`src/rtl/prio_presenter.sv`:
```
module prio_presenter #(
  parameter int NPRIO = 8,
  parameter int RW    = 8
) (
  input  logic                     clk,
  input  logic                     rst_n,
  input  logic                     arr_valid,
  input  logic [$clog2(NPRIO)-1:0] arr_prio,
  input  logic                     cppr_wr,
  input  logic [RW-1:0]            cppr_wdata,
  input  logic                     force_wr,
  input  logic [NPRIO-1:0]         force_bits,
  input  logic                     ack_rd,
  output logic [2*RW-1:0]          ack_data,
  output logic [NPRIO-1:0]         pend_o,
  output logic [RW-1:0]            cppr_o,
  output logic [RW-1:0]            pipr_o,
  output logic [RW-1:0]            nsr_o,
  output logic                     exc_o
);
  localparam logic [RW-1:0] NONE = '1;
  localparam logic [RW-1:0] MAXP = RW'(NPRIO - 1);
  localparam int            EOB  = RW - 1;

  logic [NPRIO-1:0] pend_q, pend_n, clr_m, set_m;
  logic [RW-1:0]    cppr_q, cppr_n, pipr_q, pipr_n, lead, nsr_q, nsr_n;
  logic             exc_q, eo, take, trig, beat;

  assign eo   = nsr_q[EOB];
  assign take = ack_rd & eo;
  assign trig = arr_valid | cppr_wr | ack_rd;

  always_comb begin
    clr_m = '0;
    set_m = '0;
    for (int p = 0; p < NPRIO; p++) begin
      if (take && pipr_q == RW'(p)) clr_m[NPRIO-1-p] = 1'b1;
      if (arr_valid && arr_prio == ($clog2(NPRIO))'(p)) set_m[NPRIO-1-p] = 1'b1;
    end
  end

  assign pend_n = (pend_q & ~clr_m) | set_m | (force_wr ? force_bits : '0);

  always_comb begin
    if (cppr_wr)   cppr_n = (cppr_wdata > MAXP) ? NONE : cppr_wdata;
    else if (take) cppr_n = pipr_q;
    else           cppr_n = cppr_q;
  end

  always_comb begin
    lead = NONE;
    for (int p = NPRIO - 1; p >= 0; p--)
      if (pend_n[NPRIO-1-p]) lead = RW'(p);
  end

  assign pipr_n = (lead < cppr_n) ? lead : cppr_n;
  assign beat   = pipr_n < cppr_n;

  always_comb begin
    nsr_n = nsr_q;
    if (trig) begin
      if (ack_rd) nsr_n[EOB] = 1'b0;
      if (beat)   nsr_n[EOB] = 1'b1;
    end
  end

  always_ff @(posedge clk) begin
    if (!rst_n) begin
      pend_q <= '0;
      cppr_q <= '0;
      pipr_q <= '0;
      nsr_q  <= '0;
      exc_q  <= 1'b0;
    end else begin
      pend_q <= pend_n;
      cppr_q <= cppr_n;
      if (trig) begin
        pipr_q <= pipr_n;
        exc_q  <= nsr_n[EOB];
      end
      nsr_q <= nsr_n;
    end
  end

  assign ack_data = {nsr_q, eo ? pipr_q : cppr_q};
  assign pend_o   = pend_q;
  assign cppr_o   = cppr_q;
  assign pipr_o   = pipr_q;
  assign nsr_o    = nsr_q;
  assign exc_o    = exc_q;

  assert_arrival_sets_R2: assert property (@(posedge clk) disable iff (!rst_n)
    arr_valid |=> pend_q[NPRIO-1-$past(arr_prio)]);

  assert_pipr_capped_R3: assert property (@(posedge clk) disable iff (!rst_n)
    pipr_q <= cppr_q);

  assert_cppr_legal_R4: assert property (@(posedge clk) disable iff (!rst_n)
    (cppr_q <= MAXP) || (cppr_q == NONE));

  assert_accept_loads_R5: assert property (@(posedge clk) disable iff (!rst_n)
    (ack_rd && nsr_q[EOB] && !cppr_wr) |=> cppr_q == $past(pipr_q));

  assert_exc_tracks_flag_R6: assert property (@(posedge clk) disable iff (!rst_n)
    exc_o == nsr_o[EOB]);

  assert_force_quiet_R7: assert property (@(posedge clk) disable iff (!rst_n)
    (force_wr && !arr_valid && !cppr_wr && !ack_rd) |=>
      ($stable(pipr_q) && $stable(nsr_q) && $stable(cppr_q) && $stable(exc_o)));
endmodule

```
`config.mk`:
```
export PLATFORM = sky130hd
export DESIGN_NAME = prio_presenter
export DESIGN_NICKNAME = d
export VERILOG_FILES = /design/src/rtl/prio_presenter.sv
export SDC_FILE = /design/constraint.sdc
export NUM_CORES = 1
export LEC_CHECK = 0
export ABC_AREA = 1
export ABC_CLOCK_PERIOD_IN_PS = 15200
export BUFFER_PORTS_ARGS = -buffer_cell sky130_fd_sc_hd__buf_2
export CAP_MARGIN = 20
export CORE_MARGIN = 8
export CORE_UTILIZATION = 45
export DETAILED_ROUTE_END_ITERATION = 6
export GPL_ROUTABILITY_DRIVEN = 0
export GPL_TIMING_DRIVEN = 0
export PLACE_DENSITY = 0.74
export SLEW_MARGIN = 40
export SYNTH_ARGS = -nofsm -noshare
export SYNTH_HDL_FRONTEND = slang
export SYNTH_SLANG_ARGS = --single-unit
```
`constraint.sdc`:
```
create_clock -name clk -period 15.2 [get_ports clk]
set_clock_uncertainty 0.2 [all_clocks]
set_input_delay 4.56 -clock clk [delete_from_list [all_inputs] [get_ports clk]]
set_output_delay 4.56 -clock clk [all_outputs]
set_load 0.01 [all_outputs]
```
Yosys cells after proc, flatten, opt, wreduce, memory -nomap -nowiden
Cells that the tools add are included.

Flip-flop bits (word level): 26. Bits in latches: 0. RAM bits: 0. ROM bits: 0. Input port bits: 25. Output and inout bits: 49. Logic and storage cells: 80. Memories: 0.

Add/sub/neg operators: 0. Multiply operators: 0. Div/mod/pow operators: 0. Order comparisons: 3. Equal/unequal tests: 14. Shift operators: 0. Multiplexer cells: 33. Bitwise gates (word level): 7. Reduce and logical (&&, ||, !) cells: 18.

Operator list (number): two-way mux 8 bit (14); == test 8 x 3 -> 1 bit (second input constant) (4); two-way mux 1 bit (19); == test 8 x 2 -> 1 bit (second input constant) (2); logical AND 1 bit (16); less-than comparator 8 bit (2); OR 8 bit (2); == test 3 bit (second input constant) (4); bitwise AND 8 bit (1); == test 8 x 1 -> 1 bit (second input constant) (1); greater-than comparator 8 x 3 -> 1 bit (second input constant) (1); logical NOT 8 bit (1); NOT 8 bit (1); == test 3 x 2 -> 1 bit (second input constant) (2); == test 3 x 1 -> 1 bit (second input constant) (1); logical NOT 3 bit (1); OR 1 bit (2); bitwise AND 1 bit (1).

Depth between registers and ports, before layout
Gate-level depths: netlist (run 1).

Word-level depth: 20. Gate-level depth with buffers: 33. Depth with buffers taken out: 33.

Least setup slack after synthesis (run 1)
Ideal clock, no wire load.

Path kind: input -> register. Start: in ack_rd. End: reg exc_q (netlist: exc_o). Setup time: 0.056 ns. Arrival: 7.858 ns. Required time: 14.944 ns. Setup slack: 7.086 ns. Stages on the path: 25. Buffers on the path: 0. Cells stage by stage: nand2_4 > nor4_4 > nand3_1 > a21oi_4 > nand2_1 > nor2_1 > inv_1 > nor2_1 > ha_1 > a21oi_1 > nor2_1 > a211oi_1 > nand2_2 > inv_4 > o21ai_4 > nand2_2 > inv_1 > ha_1 > a21oi_1 > nor2_1 > a2111oi_0 > nand2_1 > nand3_1 > nand2_1 > inv_1.

Longest elaborated chain between the ends: 20. Elaborated cells between the ends (all ways): 38. Classes of those cells: order compare (2); mux (22); bitwise (6); reduce/logical (8).

Ends and longest elaborated chain: from (decl) (line 13) `input logic ack_rd,`; bitwise AND 1 bit (*) (line 30) `assign take = ack_rd & eo;`; logical AND 1 bit (line 37) `if (take && pipr_q == RW'(p)) clr_m[NPRIO-1-p] = 1'b1;`; two-way mux 1 bit (line 37); NOT 8 bit (line 42) `assign pend_n = (pend_q & ~clr_m) | set_m | (force_wr ? force_bits : '0);`; bitwise AND 8 bit (line 42); OR 8 bit (2 in a row) (line 42); two-way mux 8 bit (8 in a row) (line 53) `if (pend_n[NPRIO-1-p]) lead = RW'(p);`; less-than comparator 8 bit (line 56) `assign pipr_n = (lead < cppr_n) ? lead : cppr_n;`; two-way mux 8 bit (*) (line 56); net pipr_n[5] (line 26) `logic [RW-1:0] cppr_q, cppr_n, pipr_q, pipr_n, lead, nsr_q, nsr_n;`; less-than comparator 8 bit (*) (line 57) `assign beat = pipr_n < cppr_n;`; two-way mux 1 bit (*) (line 63) `if (beat) nsr_n[EOB] = 1'b1;`; two-way mux 1 bit (*) (line 61) `if (trig) begin`; to (signal assigned) (line 79) `exc_q <= nsr_n[EOB];`; to (decl) (line 27) `logic exc_q, eo, take, trig, beat;`.

Mark *: on every way through the listed nets, which the timed path passes. The rest lies on a longest branch. A chain may end at the register's enable or synchronous reset.

Final worst setup path (run 1)
Start: in ack_rd. End: reg nsr_q[7] (netlist: nsr_o[7]).

Longest elaborated chain between the ends: 20. Elaborated cells between the ends (all ways): 38. Classes of those cells: order compare (2); mux (22); bitwise (6); reduce/logical (8).

Ends and longest elaborated chain: bitwise AND 1 bit (*) (line 30); logical AND 1 bit (line 37); two-way mux 1 bit (line 37); NOT 8 bit (line 42); bitwise AND 8 bit (line 42); OR 8 bit (2 in a row) (line 42); two-way mux 8 bit (8 in a row) (line 53); less-than comparator 8 bit (line 56); two-way mux 8 bit (*) (line 56); net pipr_n[5] (line 26); less-than comparator 8 bit (*) (line 57); two-way mux 1 bit (*) (line 63); two-way mux 1 bit (*) (line 61); to (signal assigned) (line 81) `nsr_q <= nsr_n;`; to (decl) (line 26).

Marked as above.

==> results_dict.tcl, run 1 <==
set metrics [dict create \
    outcome "complete, no violations" \
    period_needed_ns 8.70 \
    avgRoutedWirePerCell_um 13.4 \
    cts-resized-gates 0 \
    max_cap_viol_count 0 \
    drtIter0Drc 176 \
    worst_pin_slew_ns 0.541 \
    rsz0062_at_grt "false" \
    start_util_pct 46.2 \
    ys_types 37 \
    synth_area_leaders "dfxtp_1 26%, nand2_1 11%, ha_1 8.8%, inv_1 6.4%, nor2_1 5.9%" \
    p_per_area_nw_per_um2 72.9 \
    detail_route.vias_per_cell 4.97 \
    clock_latency_ns 0.27 \
    core_um2 4290 \
    avgSynthCellArea_um2 6.97 \
    mostFrequentLayoutCells "59 x nand2_1, 56 x buf_2, 34 x inv_1, 31 x nor2_1, 26 x dfxtp_1" \
    fp.dieW_um 82.4 \
    clk_pin_slew_worst_paths_ns 0.09 \
    syn_to_final_growth_pct 22.2 \
    post_dp_cell_area_um2 2380 \
    hold_ws_ns 0.321 \
    rows 24 \
    fin_crit_sh_pct 57.2 \
    grt-ovfl-total 0 \
    postRouteAntennaNets 0 \
    path_cells "buf_2 > nand2_4 > nor4_4 > nand3_1 > a21oi_4 > nand2_1 > nor2_1 > inv_1 > nor2_1 > ha_1 > a21oi_1 > nor2_1 > a211oi_1 > nand2_2 > inv_4 > o21ai_4 > nand2_2 > inv_1 > ha_1 > a21oi_1 > nor2_1 > a2111oi_0 > nand2_1 > a21oi_1" \
    nets 398 \
    io_pins 74 \
    dp_cells 406 \
    place_ws_ns 6.23 \
    cp_top_family "simple AND/OR/NAND/NOR gates" \
    grt_use_total_pct 16.1 \
    drt_wl_total_mm 5.48 \
    slew-limit-headroom_pct 63.6 \
    antenna_cells 0 \
    cts_sinks 26 \
    htreeDepth 1 \
    dieHeight_um 82.4 \
    synth-edff-count 0 \
    dr.pass1.iters 5 \
    finalSetupTns_ns 0 \
    clk_path_buf_depth 2 \
    hold_viol_final 0 \
    p_leak_nw 1.33 \
    grt_max_degree 14 \
    hold_buffers 0 \
    ys.flop_type "dfxtp_1" \
    vias 2034 \
    async_flop_share_pct 0 \
    stdcell_count 409 \
    ys_warn_count 0 \
    dp_hpwl_mm 4.59 \
    layout_setup_ws_ns 6.50 \
    maxSlewViolCount 0 \
    setup_viol 0 \
    cp.arrival_ns 8.70 \
    synth_top_cell_by_area "dfxtp_1" \
    syn_inst 285 \
    final_util_pct 56.5 \
    mostFrequentLayoutCell "nand2_1" \
    critPathKind "primary input to flop" \
    hp-class "flop to flop" \
    io_buffer_count 56 \
    fin_area_um2 2430 \
    first_global_vias 1853 \
    cts_tree "yes" \
    layout-drive-gt1-share_pct 31.1 \
    synth.cell_area_um2 1990 \
    cp_common_cell "nor2_1" \
    end_kind "flop" \
    grt_pass1_wl_mm 8.64 \
    yosysSeqAreaShare_pct 26.2 \
    crit_required_ns 15.20 \
    p_total_mw 0.177 \
    cts_made_buffers 3 \
    antenna_found_initial 0 \
    cts_setup_buffers 0 \
    cts-root-buf "clkbuf_8" \
    cpPeakStageDelay_ns 0.33 \
    synth_largest_type_area_fraction_pct 26.2 \
    clock.fmax_mhz 115 \
    drc 0 \
    worst-path-buf-inv 4 \
    die_area_um2 6790 \
    ir_drop_uv 32.9 \
    worstPathMaxFanout 8 \
    crit_slowest_cell "a211oi_1" \
    start_kind "primary input" \
    synth-seq-cells 26 \
]
[area by class of cell]
type                    instances  area (µm²)
inverters                      38         145
multi-input cells             212        1210
well taps                      52        65.1
flip-flops and latches         26         520
repair buffers                 56         280
plain buffers                  22         164
clock buffers                   3        41.3
fillers                       431        1870
[Yosys cell counts (all sizes together), types with 4 or more instances]
| master | number |
|---|---|
| nand2 | 71 |
| nand3 | 4 |
| ha | 14 |
| inv | 37 |
| clkbuf | 5 |
| nor3 | 4 |
| o21ai | 26 |
| o22ai | 10 |
| a21oi | 19 |
| buf | 17 |
| dfxtp | 26 |
| nor2 | 34 |
[where the power goes]
part           switching (mW)  total, mW  internal, mW  leakage (nW)
Sequential            0.00440     0.0776        0.0732         0.216
Clock                  0.0216     0.0394        0.0178        0.0216
Combinational          0.0360     0.0600        0.0240          1.09
[flip-flops by register name, indices dropped and copies added (netlist names)]
name,cells
cppr_o,8
pend_o,8
pipr_o,8
exc_o,1
nsr_o,1
[layer usage]
metal | wire length (µm) | track usage (%)
met1 | 2260 | 20.2
met2 | 2780 | 28.7
met3 | 378 | 1.41
met4 | 56 | 4.21
met5 | 0 | 0
[final timing paths]
check / slack [ns] / start / to / cells past startpoint
worst max-delay path: 6.50 / ack_rd / nsr_o[7] / 24
worst min-delay path: 0.32 / pend_o[5] / pend_o[5] / 2
worst max register to register: 10.41 / nsr_o[7] / nsr_o[7] / 24
worst min register to register: 0.32 / pend_o[5] / pend_o[5] / 2
[worst reg2reg max path: cells and delay by family, from the launching register on]
kind / cells / cell delay (ns)
DFF: 1 / 0.37
buffers and inverters: 4 / 0.47
and+or+nand+nor: 11 / 1.72
AOI/OAI and AO/OA: 7 / 1.35
adders and majority gates: 2 / 0.59
[cells by family after synthesis]
group / Yosys count / synth area share, %
AO/OA/AOI/OAI: 65 / 22.2
adder cells (fa/ha/maj): 14 / 8.82
buffers and inverters: 60 / 15.6
flip-flops: 26 / 26.2
other: 1 / 0.189
AND/OR/NAND/NOR: 119 / 27.0
No activity file was read; power rests on OpenSTA's default activity.
==> run 2, diff against run 1 <==
Settings changed: ABC_CLOCK_PERIOD_IN_PS 15200 to 7500, PLACE_DENSITY 0.74 to 0.77.
Clock period 15.2 ns to 7.5 ns, I/O delays scaled along.
==> results_dict.tcl, run 2 (synthesis results as in run 1) <==
set metrics [dict create \
    core_um2 4290 \
    drt_wl_total_mm 5.31 \
    dieHeight_um 82.4 \
    drc 0 \
    antenna_found_initial 0 \
    outcome "complete, no violations" \
    rows 24 \
    hold_viol_final 0 \
    min_delay_path_depth 2 \
    cts_tree "yes" \
    worstPathMaxFanout 8 \
    crit_slowest_cell "a2111oi_0" \
    io_pins 74 \
    cp_common_cell "nor2_1" \
    cts_made_buffers 3 \
    p_leak_nw 1.33 \
    rrSetupSlack_ns 2.75 \
    cp_top_family "simple AND/OR/NAND/NOR gates" \
    mostFrequentLayoutCell "nand2_1" \
    layout_setup_ws_ns 1.14 \
    grt_use_total_pct 15.8 \
    post_dp_cell_area_um2 2380 \
    io_buffer_count 56 \
    setup_viol 0 \
    fillCellCount 444 \
    layout-drive-gt1-share_pct 31.3 \
    final_util_pct 56.8 \
    syn_to_final_growth_pct 22.9 \
    detail_route.vias_per_cell 4.94 \
    r2r_end "nsr_o[7]" \
    min_from "pend_o[5]" \
    cts_sinks 26 \
    cts-root-buf "clkbuf_8" \
    cp.arrival_ns 6.35 \
    clock_latency_ns 0.27 \
    place_ws_ns 0.862 \
    worst-path-buf-inv 4 \
    drtIter0Drc 152 \
    die_area_um2 6790 \
    cpPeakStageDelay_ns 0.35 \
    mostFrequentLayoutCells "59 x nand2_1, 56 x buf_2, 34 x inv_1, 31 x nor2_1, 26 x dfxtp_1" \
    avgRoutedWirePerCell_um 12.9 \
    start_util_pct 46.2 \
    rr_worst_depth 24 \
    maxSlewViolCount 0 \
    finalSetupTns_ns 0 \
    grt_pass1_wl_mm 8.51 \
    critPathKind "primary input to flop" \
    min_to "pend_o[5]" \
    cts_setup_buffers 0 \
    crit_required_ns 7.49 \
    clk_pin_slew_worst_paths_ns 0.09 \
    first_global_vias 1840 \
    ir_drop_uv 71.6 \
    path_cells "buf_2 > nand2_4 > nor4_4 > nand3_1 > a21oi_4 > nand2_1 > nor2_1 > inv_1 > nor2_1 > ha_1 > a21oi_1 > nor2_1 > a211oi_1 > nand2_2 > inv_4 > o21ai_4 > nand2_2 > inv_1 > ha_1 > a21oi_1 > nor2_1 > a2111oi_0 > nand2_1 > a21oi_1" \
    hp-class "flop to flop" \
    dr.pass1.iters 4 \
    clk_path_buf_depth 2 \
    postRouteAntennaNets 0 \
    hold_buffers 0 \
    htreeDepth 1 \
    slew-limit-headroom_pct 61.8 \
    worst_pin_slew_ns 0.567 \
    period_needed_ns 6.36 \
    dp_cells 406 \
    rsz0062_at_grt "false" \
    max_cap_viol_count 0 \
    clock.fmax_mhz 157 \
    grt-ovfl-total 0 \
    cts-resized-gates 0 \
    hold_ws_ns 0.325 \
    fin_area_um2 2440 \
    vias 2026 \
    grt_max_degree 15 \
    end_kind "flop" \
    start_kind "primary input" \
    antenna_cells 0 \
    p_total_mw 0.370 \
    stdcell_count 410 \
    dp_hpwl_mm 4.52 \
    fp.dieW_um 82.4 \
    nets 398 \
    fin_crit_sh_pct 84.8 \
    r2r-start "nsr_o[7]" \
    p_per_area_nw_per_um2 151 \
]
## run 2: cell count changes in the layout (fill, tap and decap cells not counted), sizes merged
cell and delta:
clkbuf +1
## run 2: how the worst max path moves through the flow
stage / endpoint / startpoint / depth (start not counted) / slack (ns)
after detailed placement: nsr_o[7] / ack_rd / 24 / 0.86
after global placement: nsr_o[7] / ack_rd / 24 / 0.99
after CTS: nsr_o[7] / ack_rd / 24 / 1.14
final: nsr_o[7] / ack_rd / 24 / 1.14
after floorplan: exc_o / ack_rd / 25 / 1.70
after global routing: nsr_o[7] / ack_rd / 24 / 0.64
## run 2: routing by layer
| metal | vias to the layer above | GRT usage (%) | wire, µm |
|---|---|---|---|
| met4 | 0 | 6.14 | 104 |
| met1 | 902 | 20.6 | 2330 |
| li1 | 1054 | - | - |
| met2 | 61 | 26.5 | 2600 |
| met3 | 9 | 1.08 | 278 |
| met5 | - | 0 | 0 |
## run 2: worst register-to-register path, cell delays in order (launching register included)
cell and delay, ns:
dfxtp_1 0.37, buf_6 0.16, nand2_4 0.08, nor4_4 0.26, nand3_1 0.17, a21oi_4 0.17, nand2_1 0.08, nor2_1 0.20
inv_1 0.12, nor2_1 0.29, ha_1 0.31, a21oi_1 0.14, nor2_1 0.05, a211oi_1 0.30, nand2_2 0.20, inv_4 0.14
o21ai_4 0.10, nand2_2 0.11, inv_1 0.05, ha_1 0.28, a21oi_1 0.13, nor2_1 0.06, a2111oi_0 0.35, nand2_1 0.16
a21oi_1 0.19
## run 2: layout make-up
cell class              instances  area (µm²)  share of cell area (%)
multi-input cells             212        1210                    49.6
flip-flops and latches         26         520                    21.3
repair buffers                 56         280                    11.5
plain buffers                  22         164                    6.72
inverters                      38         145                    5.95
well taps                      52        65.1                    2.67
clock buffers                   4        55.1                    2.26
## run 2: power by group
group / switching [mW] / internal [mW]
clock network: 0.0448 / 0.0470
registers: 0.00882 / 0.148
logic: 0.0722 / 0.0485
